<file path="src/rtl/audio_frame_clkgen.sv">
`timescale 1ns/1ps
module audio_frame_clkgen (
  input  logic        clk,
  input  logic        rst_n,
  input  logic        clk_en,
  input  logic        dir_capture,
  input  logic [15:0] ratio_cfg,
  input  logic [15:0] pol_cfg,
  input  logic [7:0]  fmt_cfg,
  input  logic        ext_bclk,
  input  logic        ext_fclk,
  output logic        bclk,
  output logic        fclk,
  output logic        frame_start
);
  localparam int HCW = 4;
  localparam int BCW = 9;
  localparam int CFW = 12;

  logic [CFW-1:0] act, nxt;
  logic [2:0] mc, bc, fc, cc;
  logic mst, go;
  logic [3:0] lg_m, lg_b;
  logic [2:0] hsh;
  logic [HCW-1:0] hlast, hcnt;
  logic [BCW:0] nbits, slot, half;
  logic [BCW-1:0] blast, bcnt, pos;
  logic ph, fprev, hwrap, bend, fwrap, dly, fi;
  logic [1:0] clg;
  logic fclk_s, bclk_s;
  logic unused_bits;

  assign nxt = {ratio_cfg[14:12], ratio_cfg[10:8], fmt_cfg[6:4], fmt_cfg[2:0]};
  assign {mc, bc, fc, cc} = act;
  assign mst = dir_capture ? ratio_cfg[4] : ratio_cfg[0];
  assign go  = mst & clk_en;
  assign unused_bits = ^{ratio_cfg[15], ratio_cfg[11], ratio_cfg[7:5], ratio_cfg[3:1],
                         pol_cfg[15:13], pol_cfg[11:9], pol_cfg[7:5], pol_cfg[3:1],
                         fmt_cfg[7], fmt_cfg[3]};

  assign lg_m  = (mc <= 3'd4) ? (4'd9 - {1'b0, mc}) : 4'd9;
  assign lg_b  = (bc == 3'd7) ? 4'd4 : (bc <= 3'd4) ? (4'd5 + {1'b0, bc}) : 4'd5;
  assign hsh   = (lg_m > lg_b + 4'd1) ? 3'(lg_m - lg_b - 4'd1) : 3'd0;
  assign hlast = HCW'((5'd1 << hsh) - 5'd1);
  assign nbits = (BCW+1)'(1) << lg_b;
  assign blast = BCW'(nbits - (BCW+1)'(1));
  assign half  = nbits >> 1;

  assign hwrap = (hcnt == hlast);
  assign bend  = hwrap & ph;
  assign fwrap = bend & (bcnt == blast);

  always_ff @(posedge clk or negedge rst_n) begin
    if (!rst_n) begin
      hcnt  <= '0;
      ph    <= 1'b0;
      bcnt  <= '0;
      act   <= '0;
      fprev <= 1'b0;
    end else begin
      fprev <= fclk_s;
      if (!go) begin
        hcnt <= '0;
        ph   <= 1'b0;
        bcnt <= '0;
        act  <= nxt;
      end else begin
        hcnt <= hwrap ? '0 : hcnt + 1'b1;
        if (hwrap) ph <= ~ph;
        if (bend) bcnt <= fwrap ? '0 : bcnt + 1'b1;
        if (fwrap) act <= nxt;
      end
    end
  end

  assign dly = (fc == 3'd1) || (fc == 3'd3) || (fc == 3'd5);
  assign pos = !dly ? bcnt : ((bcnt == blast) ? '0 : bcnt + 1'b1);

  always_comb begin
    case (cc)
      3'd0:       clg = 2'd0;
      3'd1:       clg = 2'd1;
      3'd2, 3'd3: clg = 2'd2;
      default:    clg = 2'd3;
    endcase
  end
  assign slot = nbits >> clg;

  always_comb begin
    case (fc)
      3'd2:       fi = (pos == '0);
      3'd3:       fi = ({1'b0, pos} >= half);
      3'd4, 3'd5: fi = ({1'b0, pos} < slot);
      default:    fi = ({1'b0, pos} < half);
    endcase
  end

  assign fclk_s = ext_fclk ^ pol_cfg[4];
  assign bclk_s = ext_bclk ^ pol_cfg[0];

  assign bclk = mst ? ((go & ph) ^ pol_cfg[8]) : bclk_s;
  assign fclk = mst ? ((go & fi) ^ pol_cfg[12]) : fclk_s;
  assign frame_start = mst ? (go & ~ph & (hcnt == '0) & (bcnt == '0))
                           : (clk_en & fclk_s & ~fprev);


  fs_pulse_chk: assert property (@(posedge clk) disable iff (!rst_n)
    (go && frame_start) |=> !(go && frame_start));


  half_period_chk: assert property (@(posedge clk) disable iff (!rst_n)
    (go && $past(go) && hcnt != '0) |-> $stable(ph));


  stop_chk: assert property (@(posedge clk) disable iff (!rst_n)
    !go |=> (hcnt == '0 && !ph && bcnt == '0));


  hcnt_range_chk: assert property (@(posedge clk) disable iff (!rst_n)
    go |-> hcnt <= hlast);


  bcnt_range_chk: assert property (@(posedge clk) disable iff (!rst_n)
    go |-> {1'b0, bcnt} < nbits);


  cfg_hold_chk: assert property (@(posedge clk) disable iff (!rst_n)
    (go && $past(go) && !$past(fwrap)) |-> $stable(act));
endmodule

</file>
<file path="config.mk">
export PLATFORM = sky130hd
export DESIGN_NAME = audio_frame_clkgen
export DESIGN_NICKNAME = d
export VERILOG_FILES = /design/src/rtl/audio_frame_clkgen.sv
export SDC_FILE = /design/constraint.sdc
export NUM_CORES = 1
export LEC_CHECK = 0
export ABC_CLOCK_PERIOD_IN_PS = 6500
export BUFFER_PORTS_ARGS = -buffer_cell sky130_fd_sc_hd__buf_2
export CORE_MARGIN = 4
export CORE_UTILIZATION = 45
export CTS_BUF_LIST = sky130_fd_sc_hd__clkbuf_8
export CTS_CLUSTER_DIAMETER = 50
export DETAILED_ROUTE_END_ITERATION = 10
export PLACE_DENSITY = 0.71
export SYNTH_ARGS = -nofsm -noshare
export SYNTH_HDL_FRONTEND = slang
export SYNTH_SLANG_ARGS = --single-unit
</file>
<file path="constraint.sdc">
create_clock -name clk -period 6.5 [get_ports clk]
set_input_delay 0.65 -clock clk [delete_from_list [all_inputs] [get_ports clk]]
set_output_delay 0.65 -clock clk [all_outputs]
set_load 0.005 [all_outputs]
</file>
==> summary.txt <==
Critical path
  – Setup Crit Path Kind: reg -> out
  – WP data required: 5.85 ns
  – Critical path's slowest cell: dfrtp_2
  – Max Fanout on Critical Path: 14
  – Top cell family by delay on the critical path: compound AO/OA/AOI/OAI gates
  – CP Launch Type: flop
  – CP bufs+invs: 4
  – CP endpoint kind: output pin
  – CP peak stage delay: 0.45 ns
  – Crit path launch: act[7]
  – Worst R2R Start: act[7]
  – CP arrival: 5.64 ns

Layout
  – Nets: 529
  – Finished Layout Cells: 544
  – Ant diodes: 0
  – Most frequent cells in the layout: 37 x nand2_1, 34 x ha_1, 33 x inv_1
  – Layout area overhead: 15.2%
  – Finished Core Util: 53.6%
  – Commonest non-fill, non-tap cell in the layout: nand2_1
  – Layout cells sized above 1: 22.7%

GRT
  – Largest net degree at the start of global routing: 28
  – Vias in the first global route: 3069
  – GRT Util Overall: 20.6%
  – First-pass GRT wire length: 14800 µm
  – Grt total ovfl: 0
  – Antenna violations before repair: 0

Placed design
  – Placed Cells: 531
  – Number of port buffers: 26
  – HPWL Detailed: 6860 µm
  – Final Wtd Congestion: 0.909

Synth
  – Post-synth EDFFs: 0
  – Synth top area cells: dfrtp_1 20%, ha_1 13%, mux2_4 4.4%, nand2_1 4.3%, a21oi_1 3.7%
  – Seq cells post-synth: 27
  – Unique masters post-synth: 69
  – Mapped Cells: 419
  – Asr flop ratio synth: 100%
  – Syn. warnings: 0
  – Post-synthesis sequential area ratio: 19.9%
  – Yosys top cell by area: dfrtp_1
  – Most used DFF post-synth: dfrtp_1
  – Mean Syn Cell Area: 8.09 µm²
  – Mapped Nets: 502
  – Synth top area share: 19.9%
  – Mapped cell area: 3390 µm²

Die
  – Vert. Die Dim: 94.8 µm
  – Cell row count: 31
  – Core ar.: 7290 µm²
  – Die area: 8990 µm²
  – Die width: 94.8 µm
  – I/O pins: 49
  – Starting Density: 46.5%

Clocking
  – Clock Pin Slew Worst Setup and Hold Paths: 0.11 ns
  – Hold_buf cts: 0
  – Htree depth: 1
  – CTS tree: yes
  – CTS Root Cell: clkbuf_8
  – Clk_lat worst skew: 0.29 ns
  – Deepest clock path buffer count: 2
  – Num CTS Buffers: 3
  – Sink Count: 27

Outcome
  – Outcome: finished, final reports clean

STA
  – Worst Tran Pin Value: 0.864 ns
  – Max Clock Skew: 0.00386 ns
  – Tcrit/Tclk final: 96.7%
  – Setup TNS: 0 ns
  – Crit path time final: 6.29 ns
  – Max Freq: 159 MHz
  – Max-slew headroom: 42.2%
  – Final hold viol count: 0
  – Final slew viol count: 0
  – Setup violators final: 0

Routing
  – Drt drc: 0
  – Top Metal Used: met4
  – Wirelength per Cell: 16.7 µm
  – DRT Wirelength: 9110 µm
  – DRT antenna net count: 0
  – Vias: 3265
  – Wire length on met3: 637 µm
  – Via density: 6.00
  – Met2 wire length: 4230 µm
  – Wire length on met1: 4100 µm
  – Pre-antenna DRT Iters: 6
  – Drt first-iter violations: 195

Min path
  – Hold Crit Class: in -> async

Pwr
  – VDD IR-drop max: 0.000143 V
  – PD cells: 215 nW/µm²
  – Leak: 1.67 nW

Flow run
  – Max Cap Viol: 0
cell type report:
| class | instances | area [µm²] |
|---|---|---|
| Tap cell | 99 | 124 |
| Sequential cell | 27 | 677 |
| Multi-Input combinational cell | 336 | 2660 |
| Clock inverter | 1 | 8.76 |
| Inverter | 33 | 124 |
| Fill cell | 710 | 3390 |
| Clock buffer | 3 | 41.3 |
| Timing Repair Buffer | 45 | 273 |
layer usage:
layer	track usage [%]	up-vias
met5	0	-
met4	4.81	0
met3	2.95	16
met2	34.1	142
met1	28.3	1511
li1	-	1596
flip-flops by register name, summed over array words and instances, names as in the netlist:
signal and count:
fprev 1, act 12, ph 1, hcnt 4, bcnt 9
final timing paths:
| check | to | slack [ns] | cells after the start |
|---|---|---|---|
| min in group clk | hcnt[0] | 0.55 | 1 |
| max | fclk | 0.21 | 25 |
| min reg2reg | hcnt[0] | 0.55 | 1 |
| max in group asynchronous | act[7] | 5.64 | 1 |
| min | bcnt[3] | 0.38 | 1 |
| max reg2reg | act[1] | 1.11 | 19 |
power by group:
group | switching, mW | internal (mW) | leakage [nW]
logic | 0.286 | 0.231 | 1.30
clock network | 0.0661 | 0.0453 | 0.0261
registers | 0.0278 | 0.184 | 0.344
timing repair:
action                                  in CTS  in global routing
pin swaps                                    4                 13
buffers inserted                             2                  7
gates resized for setup                      8                 27
endpoints found under the setup margin       1                  1
synth_stat cells (all sizes together) (3+ instances only):
cell	instances
or2	3
xor2	7
nor2b	6
buf	8
a21o	7
o2111ai	4
nand2b	3
o211ai	6
o21ai	18
nand3	16
a31oi	4
xnor2	10
mux2	12
o22ai	11
a21oi	26
or3	4
nor2	29
o31ai	6
and3	4
dfrtp	27
mux2i	7
inv	33
nand4	6
nor4	7
nor3	10
clkbuf	15
o32ai	3
ha	36
nand2	39
and2	6
a211oi	8
worst reg2reg max path: stages (launching register included):
cell and delay, ns:
dfrtp_2 0.45, inv_1 0.06, ha_1 0.22, nand2b_2 0.26
a21o_1 0.21, ha_1 0.16, inv_1 0.05, fa_1 0.36
xnor3_1 0.42, or3b_1 0.42, and2_1 0.18, ha_1 0.20
xnor2_1 0.15, or4_1 0.40, nor2_1 0.10, o21ai_0 0.15
a221oi_4 0.37, a21oi_2 0.23, nor2_4 0.49, mux2_2 0.41
cell families after synthesis:
logic type,Yosys count,synth area share [%]
adders and majority gates,37,13.9
buffers and inverters,56,7.31
AOI/OAI and AO/OA,115,23.6
and+or+nand+nor,147,23.1
muxes,19,7.16
DFF,27,19.9
xor gates and xnor gates,18,5.06
metrics by stage:
step	setup slack (ns)	power [mW]	area [µm²]	hold slack, ns
after global routing	-0.0381	0.905	3910	0.426
after CTS	0.00432	0.802	3700	0.406
after global placement	0.220	0.669	3600	0.525
final	0.214	0.839	3910	0.379
after detailed placement	0.159	0.682	3600	0.530
after floorplan	0.741	0.586	3390	0.354
(Power assumes the default switching activity.)
